## src/rtl/sertx_pkg.sv

```systemverilog
package sertx_pkg;
  localparam int unsigned DATA_W = 9;
  localparam int unsigned SH_W   = 16;
  localparam int unsigned LEN_W  = 5;
  localparam int unsigned BASE_LEN = 10;
  localparam int unsigned LONG_ADD = 3;

  typedef enum logic [1:0] {
    K_NONE  = 2'd0,
    K_DATA  = 2'd1,
    K_IDLE  = 2'd2,
    K_BREAK = 2'd3
  } txq_kind_e;

  // number of bit times in one data frame (also the idle length)
  function automatic logic [LEN_W-1:0] frame_len(input logic nine, input logic two_stop);
    return LEN_W'(BASE_LEN) + LEN_W'(nine) + LEN_W'(two_stop);
  endfunction

  // number of zero bit times in one break character
  function automatic logic [LEN_W-1:0] break_len(input logic nine, input logic two_stop,
                                                 input logic long_brk);
    return frame_len(nine, two_stop) + (long_brk ? LEN_W'(LONG_ADD) : LEN_W'(0));
  endfunction

  // shift word for a data frame, bit 0 leaves first
  function automatic logic [SH_W-1:0] frame_word(input logic [DATA_W-1:0] d, input logic nine);
    logic [SH_W-1:0] w;
    w = '1;
    w[0] = 1'b0;
    w[DATA_W-1:1] = d[DATA_W-2:0];
    if (nine) w[DATA_W] = d[DATA_W-1];
    return w;
  endfunction
endpackage

```

## src/rtl/sertx_hold.sv

```systemverilog
module sertx_hold
  import sertx_pkg::*;
(
  input  logic              clk,
  input  logic              rst_n,
  input  logic              wr_stb,
  input  logic [DATA_W-1:0] wr_data,
  input  logic              accept_en,
  input  logic              take,
  output logic              full,
  output logic [DATA_W-1:0] data
);
  logic wr_ok;
  assign wr_ok = wr_stb & accept_en & ~full;

  always_ff @(posedge clk) begin
    if (!rst_n) begin
      full <= 1'b0;
      data <= '0;
    end else begin
      if (wr_ok) begin
        full <= 1'b1;
        data <= wr_data;
      end else if (take) begin
        full <= 1'b0;
      end
    end
  end
endmodule

```

## src/rtl/sertx_sched.sv

```systemverilog
module sertx_sched
  import sertx_pkg::*;
(
  input  logic              clk,
  input  logic              rst_n,
  input  logic              baud_tick,
  input  logic              tx_en,
  input  logic              brk_req,
  input  logic              brk_long,
  input  logic              nine_bit,
  input  logic              two_stop,
  input  logic              eng_active,
  input  logic              eng_last,
  input  logic              hold_full,
  input  logic [DATA_W-1:0] hold_data,
  output logic              take_data,
  output logic              load,
  output logic [SH_W-1:0]   load_word,
  output logic [LEN_W-1:0]  load_len,
  output txq_kind_e         load_kind,
  output logic              idle_q,
  output logic              brk_q
);
  logic te_d, brk_d;
  logic te_rise, brk_rise;
  logic start_ok, want_brk;
  logic take_idle, take_brk;
  logic set_idle, set_brk;

  assign te_rise  = tx_en & ~te_d;
  assign brk_rise = brk_req & ~brk_d;
  assign start_ok = baud_tick & (~eng_active | eng_last);
  assign want_brk = brk_q | (brk_req & tx_en);

  assign take_data = start_ok & hold_full;
  assign take_idle = start_ok & ~hold_full & idle_q;
  assign take_brk  = start_ok & ~hold_full & ~idle_q & want_brk;
  assign load      = take_data | take_idle | take_brk;

  assign set_idle = te_rise & eng_active;
  assign set_brk  = brk_rise & tx_en & ~take_brk;

  always_comb begin
    load_word = '1;
    load_len  = frame_len(nine_bit, two_stop);
    load_kind = K_NONE;
    if (take_data) begin
      load_word = frame_word(hold_data, nine_bit);
      load_kind = K_DATA;
    end else if (take_idle) begin
      load_kind = K_IDLE;
    end else if (take_brk) begin
      load_word = '0;
      load_len  = break_len(nine_bit, two_stop, brk_long);
      load_kind = K_BREAK;
    end
  end

  always_ff @(posedge clk) begin
    if (!rst_n) begin
      te_d   <= 1'b0;
      brk_d  <= 1'b0;
      idle_q <= 1'b0;
      brk_q  <= 1'b0;
    end else begin
      te_d   <= tx_en;
      brk_d  <= brk_req;
      idle_q <= (idle_q & ~take_idle) | set_idle;
      brk_q  <= (brk_q & ~take_brk) | set_brk;
    end
  end
endmodule

```

## src/rtl/sertx_shift.sv

```systemverilog
module sertx_shift
  import sertx_pkg::*;
(
  input  logic             clk,
  input  logic             rst_n,
  input  logic             baud_tick,
  input  logic             load,
  input  logic [SH_W-1:0]  load_word,
  input  logic [LEN_W-1:0] load_len,
  input  txq_kind_e        load_kind,
  output logic             active,
  output logic             last,
  output txq_kind_e        cur_kind,
  output logic             line
);
  logic [SH_W-1:0]  sh;
  logic [LEN_W-1:0] cnt;

  assign last = active & baud_tick & (cnt == LEN_W'(1));
  assign line = active ? sh[0] : 1'b1;

  always_ff @(posedge clk) begin
    if (!rst_n) begin
      sh       <= '1;
      cnt      <= '0;
      active   <= 1'b0;
      cur_kind <= K_NONE;
    end else if (load) begin
      sh       <= load_word;
      cnt      <= load_len;
      active   <= 1'b1;
      cur_kind <= load_kind;
    end else if (baud_tick && active) begin
      sh  <= {1'b1, sh[SH_W-1:1]};
      cnt <= cnt - LEN_W'(1);
      if (cnt == LEN_W'(1)) begin
        active   <= 1'b0;
        cur_kind <= K_NONE;
      end
    end
  end
endmodule

```

## src/rtl/sertx_core.sv

```systemverilog
module sertx_core
  import sertx_pkg::*;
(
  input  logic              clk,
  input  logic              rst_n,
  input  logic              wr_stb,
  input  logic [DATA_W-1:0] wr_data,
  input  logic              tx_en,
  input  logic              brk_req,
  input  logic              brk_long,
  input  logic              nine_bit,
  input  logic              two_stop,
  input  logic              single_wire,
  input  logic              dir_out,
  input  logic              baud_tick,
  output logic              tx_out,
  output logic              tx_oe,
  output logic              busy
);
  logic              hold_full;
  logic [DATA_W-1:0] hold_data;
  logic              take_data;
  logic              eng_load;
  logic [SH_W-1:0]   load_word;
  logic [LEN_W-1:0]  load_len;
  txq_kind_e         load_kind;
  txq_kind_e         cur_kind;
  logic              idle_q, brk_q;
  logic              eng_active, eng_last;
  logic              own_line;

  sertx_hold u_hold (
    .clk(clk), .rst_n(rst_n), .wr_stb(wr_stb), .wr_data(wr_data),
    .accept_en(tx_en), .take(take_data), .full(hold_full), .data(hold_data)
  );

  sertx_sched u_sched (
    .clk(clk), .rst_n(rst_n), .baud_tick(baud_tick), .tx_en(tx_en),
    .brk_req(brk_req), .brk_long(brk_long), .nine_bit(nine_bit), .two_stop(two_stop),
    .eng_active(eng_active), .eng_last(eng_last), .hold_full(hold_full),
    .hold_data(hold_data), .take_data(take_data), .load(eng_load),
    .load_word(load_word), .load_len(load_len), .load_kind(load_kind),
    .idle_q(idle_q), .brk_q(brk_q)
  );

  sertx_shift u_shift (
    .clk(clk), .rst_n(rst_n), .baud_tick(baud_tick), .load(eng_load),
    .load_word(load_word), .load_len(load_len), .load_kind(load_kind),
    .active(eng_active), .last(eng_last), .cur_kind(cur_kind), .line(tx_out)
  );

  assign busy     = eng_active | hold_full | idle_q | brk_q;
  assign own_line = tx_en | busy;
  assign tx_oe    = own_line & (~single_wire | dir_out);
endmodule

```

## config.mk

```make
export PLATFORM = sky130hd
export DESIGN_NAME = sertx_core
export DESIGN_NICKNAME = d
export VERILOG_FILES = /design/src/rtl/sertx_pkg.sv /design/src/rtl/sertx_hold.sv /design/src/rtl/sertx_sched.sv /design/src/rtl/sertx_shift.sv /design/src/rtl/sertx_core.sv
export SDC_FILE = /design/constraint.sdc
export NUM_CORES = 1
export LEC_CHECK = 0
export ABC_AREA = 1
export ABC_CLOCK_PERIOD_IN_PS = 2870
export BUFFER_PORTS_ARGS = -buffer_cell sky130_fd_sc_hd__buf_4
export CAP_MARGIN = 20
export CORE_MARGIN = 2
export CORE_UTILIZATION = 60
export CTS_BUF_LIST = sky130_fd_sc_hd__clkbuf_8 sky130_fd_sc_hd__clkbuf_16
export DETAILED_ROUTE_END_ITERATION = 10
export PLACE_DENSITY = 0.82
export SKIP_LAST_GASP = 1
export SLEW_MARGIN = 0
export SYNTH_ARGS = -nofsm -noshare
export SYNTH_HDL_FRONTEND = slang
export SYNTH_SLANG_ARGS = --single-unit
```

## constraint.sdc

```tcl
create_clock -name clk -period 2.87 [get_ports clk]
set_input_delay 0.4305 -clock clk [delete_from_list [all_inputs] [get_ports clk]]
set_output_delay 0.4305 -clock clk [all_outputs]
set_load 0.01 [all_outputs]
```

==> results of run 1 <==
[worst paths after layout]
| check | start | to | slack [ps] |
|---|---|---|---|
| hold reg to reg | u_shift.sh[15] | u_shift.sh[15] | 470 |
| setup reg to reg | u_shift.cnt[1] | u_shift.sh[10] | 1140 |
| setup / recovery | nine_bit | u_shift.cnt[2] | 1110 |
| hold / removal | brk_req | u_sched.brk_d | 350 |
[metal layers]
layer  track usage  wire length (microns)  vias up
met5             0                      0        -
met4        0.0779                     38        0
met3        0.0590                    157        4
met2         0.359                   1570       41
met1         0.325                   1770      714
li1              -                      -      864
[layout by cell type (no fill, tap or decap), drive strengths merged]
cell    instances
a21oi           7
dfxtp          36
fa              1
o211ai          9
a22o            1
bufinv          1
o22ai           1
nor3            1
nor2           24
ha              7
xor2            3
o21a            1
nand3b          2
nand2          70
o21ai          33
buf            23
inv            41
clkbuf          7
clkinv          2
a211oi          1
nand3          12
[report_power, final]
group / leakage (nW) / switching [mW] / internal [mW] / total, mW
logic: 0.757 / 0.190 / 0.123 / 0.314
clock network: 0.0645 / 0.176 / 0.306 / 0.482
registers: 0.297 / 0.0326 / 0.562 / 0.595
[state kept, by name, summed over array words and instances (netlist names)]
| register | flops |
|---|---|
| u_sched.brk_d | 1 |
| u_hold.data | 9 |
| u_hold.full | 1 |
| u_shift.active | 1 |
| u_sched.brk_q | 1 |
| u_sched.te_d | 1 |
| u_shift.cnt | 5 |
| u_sched.idle_q | 1 |
| u_shift.sh | 16 |
[final cells by class]
cell class              count  area, sq um
flip-flops and latches     36          721
clock buffers               7         96.3
well taps                  33         41.3
multi-input cells         173          901
fillers                   244          855
inverters                  43          161
repair buffers             23          173
clock inverters             1         30.0
[metrics by stage]
stage,area [sq um],cells
floorplan,1830,258
global placement,2000,308
detailed placement,2000,308
CTS,2120,316
global route,2120,316
finish,2120,316
[worst max-delay path: stages]
cell	delay (ps)
buf_4	110
ha_1	290
ha_1	170
inv_1	60
fa_1	350
inv_1	60
ha_1	220
o21ai_0	160
a21oi_1	90
[cell families (layout without fill, tap and decap cells)]
logic type,after synthesis,after routing,share of synthesized area
compound gates,53,53,0.169
xor+xnor,3,3,0.0144
fa+ha+maj,8,8,0.0589
buf+inv,49,74,0.112
flops,36,36,0.395
simple gates,109,109,0.251
==> impl_metrics.csv, run 1 <==
group,metric,value,unit
outcome,status,"complete, no violations",
timing,setup_viol_count_final,0,
global_route,grt_pass1_vias,1429,
clocking,root_buffer,"clkbuf_8",
clocking,cts_max_path_buffers,2,
placed_design,gp_congestion,0.809,
setup_path,r2r_cells,10,
routing,wl_per_cell,11.2,microns
routing,drt_wl_total,3530,microns
cells_and_area,nets,310,
routing,firstDrtPassIters,4,
setup_path,worstSetupPathType,"in -> reg",
timing,worst_slew_pin_slew,431,ps
cells_and_area,final_core_util,0.713,
floorplan,die_h,59.2,microns
floorplan,start_util,0.613,
floorplan,rows,20,
timing,fin_crit,1760,ps
timing,setup-tns-final,0,ps
hold_path,hp-class,"in -> reg",
timing,fin_ws,1110,ps
power_and_ir_drop,p_leak,1.12,nW
synth,synth-edff-count,0,
timing,hold_violations,0,
cells_and_area,drive_gt1_frac,0.145,
clocking,cts-resized-gates,0,
synth,synth_area_leaders,"dfxtp_1 (39%), nand2_1 (14%), o21ai_0 (8.5%)",
placed_design,numPortBuffers,22,
timing,drv_slew,0,
synth,async_flop_share,0,
routing,drt-initial-drc-count,81,
synth,synth_top_area_frac,0.395,
clocking,holdBufCountCts,0,
synth,syn_area,1830,sq um
floorplan,die_w,59.2,microns
cells_and_area,syn_to_final_growth,16.2,%
setup_path,crit_required,3040,ps
timing,relSlewSlack,0.712,
routing,vias,1623,
hold_path,holdPathStages,3,
floorplan,core_area,2980,sq um
synth,syn_nets,286,
placed_design,place_hpwl,2550,microns
cells_and_area,antenna_cells,0,
global_route,grt_overflow,0,
synth,syn_avg_cell_area,7.08,sq um
timing,fmax,569,MHz
setup_path,crit_fanout,2,
placed_design,pre_cts_ws,813,ps
clocking,post_cts_buffers,0,
power_and_ir_drop,totalPowerFinal,1.39,mW
clocking,htreeDepth,2,
job,maxCapViolCount,0,
global_route,grt_max_degree,31,
clocking,clk_pin_slew,70,ps
synth,ys_seq_elements,36,
setup_path,arrival,1930,ps
synth,yosys.area.top_type,"dfxtp_1",
timing,min_period_over_period,0.613,
power_and_ir_drop,peakVddDrop,0.350,mV
routing,ant_nets,0,
synth,yosysSeqAreaShare,0.395,
floorplan,ios,23,
setup_path,critPathLaunchType,"primary input",
clocking,cts_tree,"built",
clocking,clock_latency,280,ps
setup_path,crit_path_end_kind,"register",
synth,synth_commonest_cells,"nand2_1 (67), inv_1 (38), dfxtp_1 (36)",
global_route,antenna_found_initial,0,
synth,ys_types,31,
timing,rsz0062_at_grt,"no",
global_route,grt_usage,0.235,
floorplan,die_area,3500,sq um
synth,synth_cells,258,
routing,vias_per_cell,5.14,
power_and_ir_drop,p_per_area,655,nW/um^2
clocking,numCtsBuffers,5,
synth,synth.most_common_cell,"nand2_1",
synth,yosys_warnings,0,
timing,hold_slack,350,ps
timing,clock_skew,6.31,ps
global_route,grt_pass1_wl,6220,microns
clocking,cts_sinks,36,
synth,synth-main-ff-cell,"dfxtp_1",
routing,drc,0,
Note: power is estimated with default switching activity, not from simulation.
==> inputs of run 2 (changes only) <==
--- a/config.mk
+++ b/config.mk
@@ -6,14 +6,14 @@
 export NUM_CORES = 1
 export LEC_CHECK = 0
 export ABC_AREA = 1
-export ABC_CLOCK_PERIOD_IN_PS = 2870
+export ABC_CLOCK_PERIOD_IN_PS = 1800
 export BUFFER_PORTS_ARGS = -buffer_cell sky130_fd_sc_hd__buf_4
 export CAP_MARGIN = 20
 export CORE_MARGIN = 2
-export CORE_UTILIZATION = 60
+export CORE_UTILIZATION = 57
 export CTS_BUF_LIST = sky130_fd_sc_hd__clkbuf_8 sky130_fd_sc_hd__clkbuf_16
 export DETAILED_ROUTE_END_ITERATION = 10
-export PLACE_DENSITY = 0.82
+export PLACE_DENSITY = 0.79
 export SKIP_LAST_GASP = 1
 export SLEW_MARGIN = 0
 export SYNTH_ARGS = -nofsm -noshare
==> constraint.sdc (replaced) <==
create_clock -name clk -period 1.8 [get_ports clk]
set_input_delay 0.27 -clock clk [delete_from_list [all_inputs] [get_ports clk]]
set_output_delay 0.27 -clock clk [all_outputs]
set_load 0.01 [all_outputs]
==> run 2 against run 1 <==
Via count up 0.74%. Largest cell class unchanged. Clock skew down 1.1 ps. Cell area up 0.71%.
==> impl_metrics.csv, run 2 (synthesis results as in run 1) <==
group,metric,value,unit
setup_path,arrival,1770,ps
clocking,clock_latency,280,ps
setup_path,cpMostUsedCell,"ha_1",
floorplan,die_w,60.6,microns
cells_and_area,drive_gt1_frac,0.157,
global_route,grt_max_degree,31,
clocking,htreeDepth,2,
routing,wl_per_cell,10.6,microns
cells_and_area,mostFrequentLayoutCells,"nand2_1 (67), inv_1 (39), dfxtp_1 (36), o21ai_0 (31), buf_4 (27)",
global_route,grt_usage,0.211,
timing,fin_crit,1610,ps
clocking,root_buffer,"clkbuf_8",
power_and_ir_drop,p_per_area,951,nW/um^2
cells_and_area,reg_top3,"u_shift.sh (16), u_hold.data (9), u_shift.cnt (5)",
timing,worst_slew_pin_slew,305,ps
timing,setup_viol_count_final,0,
outcome,status,"complete, no violations",
setup_path,crit_path_end_kind,"register",
floorplan,rows,20,
setup_path,cp_top_family,"adder cells",
floorplan,die_area,3670,sq um
placed_design,gp_congestion,0.840,
clocking,cts_sinks,36,
job,maxCapViolCount,0,
clocking,cts_max_path_buffers,2,
setup_path,critPathLaunchType,"primary input",
power_and_ir_drop,totalPowerFinal,2.03,mW
cells_and_area,top_register,"u_shift.sh",
cells_and_area,nets,314,
timing,relSlewSlack,0.796,
floorplan,die_h,60.6,microns
cells_and_area,largest_reg_flops,16,
timing,hold_slack,183,ps
timing,setup-tns-final,0,ps
routing,drt-initial-drc-count,51,
routing,ant_nets,0,
setup_path,crit_fanout,2,
clocking,numCtsBuffers,5,
routing,vias_per_cell,4.94,
timing,rsz0062_at_grt,"yes",
floorplan,start_util,0.598,
clocking,clk_pin_slew,70,ps
cells_and_area,n_fill_cell,266,
cells_and_area,syn_to_final_growth,17.1,%
cells_and_area,final_common_cell,"nand2_1",
timing,min_period_over_period,0.893,
clocking,post_cts_buffers,0,
global_route,antenna_found_initial,0,
floorplan,ios,23,
placed_design,pre_cts_ws,-88.9,ps
hold_path,hp-class,"in -> reg",
global_route,grt_pass1_wl,5880,microns
setup_path,cp_cell_sequence,"buf_4, ha_1, ha_1, inv_1, fa_1, inv_1, ha_1, o21ai_0, a21oi_1",
routing,drt_wl_total,3500,microns
timing,fmax,622,MHz
clocking,cts_tree,"built",
power_and_ir_drop,peakVddDrop,0.664,mV
global_route,grt_overflow,0,
cells_and_area,final_core_util,0.700,
routing,vias,1635,
placed_design,place_hpwl,2540,microns
timing,fin_ws,192,ps
power_and_ir_drop,p_leak,1.12,nW
global_route,grt_pass1_vias,1357,
timing,clock_skew,5.20,ps
routing,firstDrtPassIters,4,
setup_path,max_stage_delay,360,ps
routing,drc,0,
setup_path,crit_slowest_cell,"fa_1",
floorplan,core_area,3050,sq um
timing,hold_violations,0,
setup_path,worstSetupPathType,"in -> reg",
setup_path,crit_required,1960,ps
cells_and_area,antenna_cells,0,
setup_path,cp_num_buf_inv,3,
timing,drv_slew,0,
placed_design,numPortBuffers,22,
-- run 2: area by class of cell --
| type | instances | area, sq um | area share |
|---|---|---|---|
| multi-input combinational | 173 | 901 | 0.421 |
| clock inverter | 2 | 11.3 | 0.00527 |
| sequential | 36 | 721 | 0.337 |
| timing repair buffer | 27 | 203 | 0.0948 |
| clock buffer | 6 | 82.6 | 0.0386 |
| tap | 44 | 55.1 | 0.0257 |
| inverter | 43 | 165 | 0.0772 |
-- run 2: routing by layer --
metal | global-route usage | up-vias | part of all wire
met5 | 0 | - | 0
met4 | 0.0466 | 0 | 0.0049
met3 | 0.0512 | 2 | 0.040
met2 | 0.320 | 34 | 0.45
met1 | 0.305 | 727 | 0.51
li1 | - | 872 | -
-- run 2: final timing paths --
path                                startpoint        endpoint  slack [ps]  cells after the start
worst max-delay path                  nine_bit  u_shift.cnt[2]         190                      9
worst min-delay path                   brk_req   u_sched.brk_d         180                      3
worst max register to register  u_shift.cnt[1]   u_shift.sh[9]         200                     10
worst min register to register  u_shift.sh[15]  u_shift.sh[15]         460                      2
-- run 2: worst register-to-register path, cell delays in order, from the launching register on --
cell	delay (ps)
dfxtp_1	330
inv_1	70
ha_1	190
nand3_2	90
nand2_2	120
nand2_1	160
clkinvlp_4	200
o21ai_0	110
nand2_1	90
nand2_1	60
nand3_1	60
-- run 2: what timing repair did --
item | 4_1_cts | 5_1_grt
resized for setup | 0 | 1
hold buffers | 0 | 0
endpoints found under the setup margin | 0 | 6
hold endpoints to repair | 0 | 0
-- run 2: where the power goes --
| part | switching, mW | internal [mW] | total [mW] |
|---|---|---|---|
| logic | 0.304 | 0.204 | 0.509 |
| registers | 0.0495 | 0.896 | 0.945 |
| clock network | 0.275 | 0.305 | 0.580 |
| total | 0.629 | 1.41 | 2.03 |
-- run 2: through the flow --
stage / instances / cell area, sq um
global route: 331 / 2140
detailed placement: 323 / 2040
global placement: 323 / 2040
finish: 331 / 2140
CTS: 331 / 2130
floorplan: 258 / 1830
